===== src/rtl/dma_irq_pkg.sv =====
package dma_irq_pkg;
  localparam int FLD_W      = 4;    // bits per channel in status and clear words
  localparam int BIT_GLB    = 0;    // global flag / global clear position in a field
  localparam int NUM_EVT    = 3;    // event kinds: 0 complete, 1 half, 2 error
  localparam int STATUS_OFS = 0;
  localparam int CLEAR_OFS  = 4;
endpackage


===== src/rtl/dma_irq_flags.sv =====
module dma_irq_flags
  import dma_irq_pkg::*;
#(
  parameter int NUM_CH = 7
) (
  input  logic                            clk,
  input  logic                            rst_n,
  input  logic [NUM_EVT-1:0][NUM_CH-1:0]  set_i,
  input  logic [NUM_EVT-1:0][NUM_CH-1:0]  clr_i,
  output logic [NUM_EVT-1:0][NUM_CH-1:0]  flag_o
);

  for (genvar k = 0; k < NUM_EVT; k++) begin : g_kind
    for (genvar c = 0; c < NUM_CH; c++) begin : g_ch
      always_ff @(posedge clk) begin
        if (!rst_n) flag_o[k][c] <= 1'b0;
        else        flag_o[k][c] <= set_i[k][c] | (flag_o[k][c] & ~clr_i[k][c]);
      end

      // an event wins over a clear in the same cycle
      p_set_wins_r10: assert property (@(posedge clk) disable iff (!rst_n)
        set_i[k][c] |=> flag_o[k][c]);

      // without set or clear a flag keeps its value
      p_hold_r6: assert property (@(posedge clk) disable iff (!rst_n)
        (!set_i[k][c] && !clr_i[k][c]) |=> (flag_o[k][c] == $past(flag_o[k][c])));
    end
  end

endmodule


===== src/rtl/dma_irq_access.sv =====
module dma_irq_access
  import dma_irq_pkg::*;
#(
  parameter int NUM_CH = 7,
  parameter int DATA_W = 32,
  parameter int ADDR_W = 4
) (
  input  logic                            clk,
  input  logic                            rst_n,
  input  logic                            req_valid,
  input  logic                            req_write,
  input  logic [ADDR_W-1:0]               req_addr,
  input  logic [DATA_W/8-1:0]             req_be,
  input  logic [DATA_W-1:0]               req_wdata,
  input  logic                            req_secure,
  input  logic                            req_priv,
  input  logic [NUM_CH-1:0]               ch_secure,
  input  logic [NUM_CH-1:0]               ch_priv,
  input  logic [NUM_EVT-1:0][NUM_CH-1:0]  flag_i,
  output logic [NUM_EVT-1:0][NUM_CH-1:0]  clr_o,
  output logic                            rsp_valid,
  output logic [DATA_W-1:0]               rsp_rdata
);

  localparam int USED_W = NUM_CH * FLD_W;

  logic              full_word;
  logic              hit_clear;
  logic              hit_status;
  logic [NUM_CH-1:0] allow;
  logic [DATA_W-1:0] status_word;

  assign full_word  = &req_be;
  assign hit_clear  = req_valid &  req_write & full_word & (req_addr == ADDR_W'(CLEAR_OFS));
  assign hit_status = req_valid & ~req_write & full_word & (req_addr == ADDR_W'(STATUS_OFS));

  for (genvar c = 0; c < NUM_CH; c++) begin : g_ch
    assign allow[c] = (req_secure | ~ch_secure[c]) & (req_priv | ~ch_priv[c]);

    for (genvar k = 0; k < NUM_EVT; k++) begin : g_kind
      assign clr_o[k][c] = hit_clear & allow[c] &
                           (req_wdata[c*FLD_W + BIT_GLB] | req_wdata[c*FLD_W + 1 + k]);
    end

    always_comb begin
      status_word[c*FLD_W +: FLD_W] = '0;
      if (allow[c]) begin
        status_word[c*FLD_W + BIT_GLB] = |{flag_i[2][c], flag_i[1][c], flag_i[0][c]};
        for (int k = 0; k < NUM_EVT; k++)
          status_word[c*FLD_W + 1 + k] = flag_i[k][c];
      end
    end

    // global bit in a response is the OR of the three event bits
    p_global_or_r3: assert property (@(posedge clk) disable iff (!rst_n)
      rsp_valid |-> (rsp_rdata[c*FLD_W + BIT_GLB] == |rsp_rdata[c*FLD_W + 1 +: NUM_EVT]));
  end

  if (DATA_W > USED_W) begin : g_rsvd
    assign status_word[DATA_W-1:USED_W] = '0;

    // reserved bits above the last channel read as zero
    p_reserved_zero_r3: assert property (@(posedge clk) disable iff (!rst_n)
      rsp_valid |-> (rsp_rdata[DATA_W-1:USED_W] == '0));
  end

  always_ff @(posedge clk) begin
    if (!rst_n) begin
      rsp_valid <= 1'b0;
      rsp_rdata <= '0;
    end else begin
      rsp_valid <= req_valid & ~req_write;
      rsp_rdata <= hit_status ? status_word : '0;
    end
  end

endmodule


===== src/rtl/dma_irq_line.sv =====
module dma_irq_line
  import dma_irq_pkg::*;
#(
  parameter int NUM_CH = 7
) (
  input  logic [NUM_EVT-1:0][NUM_CH-1:0] flag_i,
  input  logic [NUM_EVT-1:0][NUM_CH-1:0] en_i,
  output logic [NUM_CH-1:0]              irq_o
);

  for (genvar c = 0; c < NUM_CH; c++) begin : g_ch
    logic [NUM_EVT-1:0] hit;
    for (genvar k = 0; k < NUM_EVT; k++) begin : g_kind
      assign hit[k] = flag_i[k][c] & en_i[k][c];
    end
    assign irq_o[c] = |hit;
  end

endmodule


===== src/rtl/dma_irq_status.sv =====
module dma_irq_status
  import dma_irq_pkg::*;
#(
  parameter int NUM_CH = 7,
  parameter int DATA_W = 32,
  parameter int ADDR_W = 4
) (
  input  logic                clk,
  input  logic                rst_n,
  input  logic [NUM_CH-1:0]   evt_ht,
  input  logic [NUM_CH-1:0]   evt_tc,
  input  logic [NUM_CH-1:0]   evt_te,
  input  logic [NUM_CH-1:0]   ch_secure,
  input  logic [NUM_CH-1:0]   ch_priv,
  input  logic [NUM_CH-1:0]   en_ht,
  input  logic [NUM_CH-1:0]   en_tc,
  input  logic [NUM_CH-1:0]   en_te,
  input  logic                req_valid,
  input  logic                req_write,
  input  logic [ADDR_W-1:0]   req_addr,
  input  logic [DATA_W/8-1:0] req_be,
  input  logic [DATA_W-1:0]   req_wdata,
  input  logic                req_secure,
  input  logic                req_priv,
  output logic                rsp_valid,
  output logic [DATA_W-1:0]   rsp_rdata,
  output logic [NUM_CH-1:0]   irq
);

  logic [NUM_EVT-1:0][NUM_CH-1:0] set_v;
  logic [NUM_EVT-1:0][NUM_CH-1:0] clr_v;
  logic [NUM_EVT-1:0][NUM_CH-1:0] flag_v;
  logic [NUM_EVT-1:0][NUM_CH-1:0] en_v;

  assign set_v = {evt_te, evt_ht, evt_tc};
  assign en_v  = {en_te, en_ht, en_tc};

  dma_irq_flags #(.NUM_CH(NUM_CH)) u_flags (
    .clk    (clk),
    .rst_n  (rst_n),
    .set_i  (set_v),
    .clr_i  (clr_v),
    .flag_o (flag_v)
  );

  dma_irq_access #(.NUM_CH(NUM_CH), .DATA_W(DATA_W), .ADDR_W(ADDR_W)) u_access (
    .clk        (clk),
    .rst_n      (rst_n),
    .req_valid  (req_valid),
    .req_write  (req_write),
    .req_addr   (req_addr),
    .req_be     (req_be),
    .req_wdata  (req_wdata),
    .req_secure (req_secure),
    .req_priv   (req_priv),
    .ch_secure  (ch_secure),
    .ch_priv    (ch_priv),
    .flag_i     (flag_v),
    .clr_o      (clr_v),
    .rsp_valid  (rsp_valid),
    .rsp_rdata  (rsp_rdata)
  );

  dma_irq_line #(.NUM_CH(NUM_CH)) u_line (
    .flag_i (flag_v),
    .en_i   (en_v),
    .irq_o  (irq)
  );

  for (genvar c = 0; c < NUM_CH; c++) begin : g_chk
    // a non-secure read of a secure channel returns a zero field
    p_mask_secure_r4: assert property (@(posedge clk) disable iff (!rst_n)
      (rsp_valid && $past(req_valid && !req_write && !req_secure && ch_secure[c]))
      |-> (rsp_rdata[c*FLD_W +: FLD_W] == '0));

    // an unprivileged read of a privileged channel returns a zero field
    p_mask_priv_r5: assert property (@(posedge clk) disable iff (!rst_n)
      (rsp_valid && $past(req_valid && !req_write && !req_priv && ch_priv[c]))
      |-> (rsp_rdata[c*FLD_W +: FLD_W] == '0));

    // a clear from an access lacking trust leaves the channel untouched
    p_denied_clear_r8: assert property (@(posedge clk) disable iff (!rst_n)
      (req_valid && req_write && ((!req_secure && ch_secure[c]) || (!req_priv && ch_priv[c]))
       && !evt_ht[c] && !evt_tc[c] && !evt_te[c])
      |=> ({flag_v[2][c], flag_v[1][c], flag_v[0][c]} ==
           $past({flag_v[2][c], flag_v[1][c], flag_v[0][c]})));
  end

endmodule


===== config.mk =====
export PLATFORM = sky130hd
export DESIGN_NAME = dma_irq_status
export DESIGN_NICKNAME = d
export VERILOG_FILES = /design/src/rtl/dma_irq_pkg.sv /design/src/rtl/dma_irq_flags.sv /design/src/rtl/dma_irq_access.sv /design/src/rtl/dma_irq_line.sv /design/src/rtl/dma_irq_status.sv
export SDC_FILE = /design/constraint.sdc
export NUM_CORES = 1
export LEC_CHECK = 0
export BUFFER_PORTS_ARGS = -buffer_cell sky130_fd_sc_hd__buf_2
export CAP_MARGIN = 25
export CORE_ASPECT_RATIO = 0.9
export CORE_MARGIN = 2
export CORE_UTILIZATION = 30
export CTS_BUF_LIST = sky130_fd_sc_hd__clkbuf_16
export CTS_CLUSTER_SIZE = 25
export DETAILED_ROUTE_END_ITERATION = 8
export PLACE_DENSITY_LB_ADDON = 0.3
export REMOVE_ABC_BUFFERS = 1
export SLEW_MARGIN = 20
export SYNTH_ARGS = -nofsm -noshare
export SYNTH_HDL_FRONTEND = slang
export SYNTH_SLANG_ARGS = --single-unit

===== constraint.sdc =====
create_clock -name clk -period 2.34 [get_ports clk]
set_input_delay 0.585 -clock clk [delete_from_list [all_inputs] [get_ports clk]]
set_output_delay 0.585 -clock clk [all_outputs]
set_load 0.01 [all_outputs]

== After elaboration in Yosys (flattened, before gate mapping) ==
Cells that the tools add are included.
Storage, ports and cells
  logic and storage cells: 229
  output and inout port bits: 40
  bits of input ports: 102
  flip-flop bits (word level): 54
Cells by class
  reductions and logical operators: 23
  equality and inequality tests: 1
  bitwise gates (word level): 175
Operators with widths (number)
  1-bit bitwise AND: 83
  1-bit OR: 56
  3-bit OR reduction: 14
  1-bit NOT: 36
  3-bit AND reduction: 7
  4-bit by 3-bit equality test with 1-bit output (second input constant): 1
  4-bit zero test: 1
  4-bit AND reduction: 1

== Logic depth before layout (Yosys ltp) ==
  depth after elaboration: 8
  gate-level depth with buffers: 4
  mapped depth without buffers: 3

== Cells and area by module ==
A second synthesis with hierarchy kept.
Second synthesis, totals
  cells, all modules: 252
  area total of the unflattened synthesis: 2214.6 µm²
By module, submodules not included
  dma_irq_access: area each 1386.3 µm², cells an instance 173, instances 1, sequential area each 580.6 µm²
  dma_irq_flags: area each 732.0 µm², cells an instance 65, instances 1, sequential area each 420.4 µm²
  dma_irq_line: area each 96.3 µm², cells an instance 14, instances 1, sequential area each 0.0 µm²

== Worst setup path before layout ==
OpenSTA, ideal clock, no wires.
  path kind: input port to flip-flop
  start: input port req_addr[1]
  end: register u_flags.flag_o[10] (netlist name)
  path slack: 0.720 ns
  data arrival time: 1.483 ns
  stages: 4
  required time: 2.203 ns
  path buffers: 1
  setup time: 0.137 ns
  cells stage by stage: or4b_4 -> nor2_8 -> buf_8 -> a31oi_1
Between the ends
  cells in the longest elaborated chain, start to end: 7
Ends and longest elaborated chain
  start: declaration: RTL line dma_irq_status.sv:20  | input logic [ADDR_W-1:0] req_addr,
  4-bit by 3-bit equality test with 1-bit output: RTL line dma_irq_access.sv:34  | assign hit_clear = req_valid & req_write & full_word & (req_addr == ADDR_W'(CLEAR_OFS));
  1-bit bitwise AND: RTL line dma_irq_access.sv:34
  1-bit bitwise AND (2 in a row): RTL line dma_irq_access.sv:41  | assign clr_o[k][c] = hit_clear & allow[c] &
  1-bit NOT: RTL line dma_irq_flags.sv:17  | else flag_o[k][c] <= set_i[k][c] | (flag_o[k][c] & ~clr_i[k][c]);
  1-bit bitwise AND: RTL line dma_irq_flags.sv:17
  1-bit OR: RTL line dma_irq_flags.sv:17
  end signal: indexed assignment: RTL line dma_irq_flags.sv:17
  end: declaration: RTL line dma_irq_flags.sv:10  | output logic [NUM_EVT-1:0][NUM_CH-1:0] flag_o
Every way passes these cells.
A chain may end at the register's enable or synchronous reset.

== Final worst setup path ==
  start: input port en_tc[6]
  end: output port irq[6]
Between the ends
  cells in the longest elaborated chain, start to end: 2
Ends and longest elaborated chain
  start: declaration: RTL line dma_irq_status.sv:16  | input logic [NUM_CH-1:0] en_tc,
  1-bit bitwise AND: RTL line dma_irq_line.sv:14  | assign hit[k] = flag_i[k][c] & en_i[k][c];
  3-bit OR reduction: RTL line dma_irq_line.sv:16  | assign irq_o[c] = |hit;
  end: declaration: RTL line dma_irq_status.sv:27  | output logic [NUM_CH-1:0] irq
Every way passes these cells.

==> impl_metrics.json <==
{
  "holdPathEnd": "u_access.rsp_rdata[2]",
  "synth.area.mux_share": 0,
  "fin_skew_ns": 0.00171,
  "cts.path.max_buffers": 2,
  "min_path_cells": 2,
  "path_clk_slew_ns": 0.06,
  "worstSkewPairLatency_ns": 0.28,
  "crit_buf_inv": 3,
  "syn_to_final_growth_pct": 41.2,
  "ys_top_cells_by_area": "dfxtp_1 (46%), nor2_1 (7.5%), a31oi_1 (6.1%)",
  "ys_ff_latch": 50,
  "fillers": 740,
  "post-route-period-util": 0.769,
  "grt_pass1_wl_um": 9690,
  "place_area_um2": 2890,
  "die_x_um": 93.4,
  "drt-vias-per-instance": 4.82,
  "power.leakage_nw": 1.47,
  "overflow": 0,
  "netlist_instances": 238,
  "cts_tree": "yes",
  "drt_iter0_drc": 47,
  "netlist_area_um2": 2160,
  "routed_wl_um": 6180,
  "synth_xor_xnor_area_share": 0,
  "synth_compound_area_frac": 0.223,
  "nNetsFinal": 473,
  "crit_family": "buffers and inverters",
  "ys_seq_area_frac": 0.464,
  "grt_pass1_vias": 2082,
  "drive_above_1_share": 0.429,
  "fmaxAchievable_ghz": 0.556,
  "fin_crit_ns": 1.80,
  "path_cells": "buf_2, a222oi_1, inv_1, buf_2",
  "synth_top_family_by_area": "compound AO/OA/AOI/OAI gates",
  "max_stage_delay_ns": 0.31,
  "synthSimpleGateAreaFrac": 0.222,
  "diodes": 0,
  "hpwl_um": 4850,
  "min_from": "u_flags.flag_o[7]",
  "ctsHtreeMaxLevel": 2,
  "synth_adder_area_share": 0,
  "antenna_left": 0,
  "synth_area_per_cell_um2": 9.06,
  "slowest_stage": "a222oi_1",
  "p_per_area_nw_per_um2": 633,
  "hold_viol": 0,
  "yosys_warnings": 0,
  "crit_type": "input pin to output pin",
  "synth_top_area_frac": 0.464,
  "rr_worst_depth": 2,
  "ys_types": 28,
  "num_rows": 29,
  "grt_max_degree": 23,
  "dp_slack_ns": 0.486,
  "hp-class": "flip-flop to flip-flop",
  "reg2reg_from": "u_flags.flag_o[16]",
  "grt_setup_unrepaired": "no",
  "r2r-end": "u_access.rsp_rdata[11]",
  "holdBufCountCts": 0,
  "synth_top_cell_by_area": "dfxtp_1",
  "io-pin-count": 142,
  "cts_root_buffer": "clkbuf_16",
  "setup_slack_ns": 0.541,
  "ir_worst_vdd_uv": 268,
  "cts_resized": 0,
  "remaining_drc_errors": 0,
  "dieArea_um2": 7890,
  "cp-start-kind": "input pin",
  "cp.arrival_ns": 1.21,
  "numCtsBuffers": 5,
  "start_util": 0.308,
  "place_inst": 457,
  "cts.sinks": 50,
  "port_buffers": 133,
  "relSlewSlack": 0.657,
  "core_area_um2": 7000,
  "vias": 2237,
  "drv_cap": 0,
  "cts_setup_buffers": 0,
  "cp-end-kind": "output pin",
  "crit_path_frequent_cell": "buf_2",
  "cp_data_required_time_ns": 1.75,
  "post_drt_wl_per_cell_um": 13.3,
  "tightest_slew_ns": 0.512,
  "die_h_um": 84.4,
  "gp_congestion": 0.791,
  "outcome": "completed",
  "antenna_found_initial": 0,
  "final_area_um2": 3050,
  "path_max_fanout": 1,
  "r2r_slack_ns": 1.52,
  "fin_tns_setup_ns": 0,
  "grt_usage": 0.159,
  "final_cells": 464,
  "setup_violations": 0,
  "fin_hold_ws_ns": 0.477,
  "final-max-slew-violation-count": 0,
  "firstDrtPassIters": 4
}
-- cell usage after synthesis (all sizes together) --
master	n
a221oi	7
a222oi	7
a22o	7
a311oi	6
a31oi	21
and3	1
and3b	1
and4bb	1
buf	8
clkbuf	4
conb	1
dfxtp	50
inv	30
nand2	1
nand3	3
nor2	44
nor3	4
nor4	19
nor4b	1
o21ai	21
or4b	1
-- registers in the layout (all words and copies together), names as in the netlist --
| name | flops |
|---|---|
| u_flags.flag_o | 21 |
| u_access.rsp_rdata | 28 |
| u_access.rsp_valid | 1 |
-- how the worst max path moves through the flow --
| stage | from | cells after the start | end |
|---|---|---|---|
| after global placement | req_addr[1] | 4 | u_flags.flag_o[11] |
| after CTS | en_tc[3] | 4 | irq[3] |
| final | en_tc[6] | 4 | irq[6] |
| after floorplan | req_be[3] | 3 | u_flags.flag_o[0] |
| after detailed placement | req_addr[1] | 4 | u_access.rsp_rdata[23] |
| after global routing | en_tc[5] | 4 | irq[5] |
-- placed cells by master, fill, tap and decap left out, drive strengths merged, types with 3 or more instances in the layout --
| master | synthesis | final |
|---|---|---|
| a221oi | 7 | 7 |
| a222oi | 7 | 7 |
| a22o | 7 | 7 |
| a311oi | 6 | 6 |
| a31oi | 21 | 21 |
| buf | 8 | 135 |
| clkbuf | 4 | 5 |
| conb | 1 | 4 |
| dfxtp | 50 | 50 |
| inv | 30 | 30 |
| nand3 | 3 | 3 |
| nor2 | 44 | 44 |
| nor3 | 4 | 4 |
| nor4 | 19 | 19 |
| o21ai | 21 | 21 |
-- tightest hold or removal path, delay by kind of cell, from the launching register on --
family	cells	cell delay (ns)
flops	1	0.33
simple gates	1	0.04
buf+inv	1	0.06
-- cells by family (layout without fill, tap and decap cells) --
family,count (synthesis),after routing
AND/OR/NAND/NOR,76,76
AO/OA/AOI/OAI,69,69
flip-flops,50,50
buffers and inverters,42,172
other,1,4
-- cell type report --
cell class                      count  area, um^2  area share
Clock buffer                        5         125      0.0411
Sequential cell                    50        1000       0.329
Timing Repair Buffer              135         681       0.224
Inverter                           30         113      0.0370
Clock inverter                      2        33.8      0.0111
Tap cell                           93         116      0.0382
Multi-Input combinational cell    149         976       0.320
-- power by group --
part | internal, mW | switching (mW)
logic | 0.119 | 0.134
clock network | 0.494 | 0.280
registers | 0.878 | 0.0216
-- metal layers --
| metal | vias up | share of wire | GRT usage |
|---|---|---|---|
| met5 | - | 0 | 0 |
| met4 | 0 | 0.025 | 0.0628 |
| met3 | 13 | 0.081 | 0.0458 |
| met2 | 97 | 0.46 | 0.264 |
| met1 | 991 | 0.43 | 0.193 |
| li1 | 1136 | - | - |
-- metrics by stage --
step	total power, mW	util
global route	2.01	0.435
finish	1.93	0.435
floorplan	1.03	-
CTS	1.95	0.435
detailed placement	1.17	0.412
global placement	1.17	0.412
Note: power is estimated with default switching activity, not from simulation.
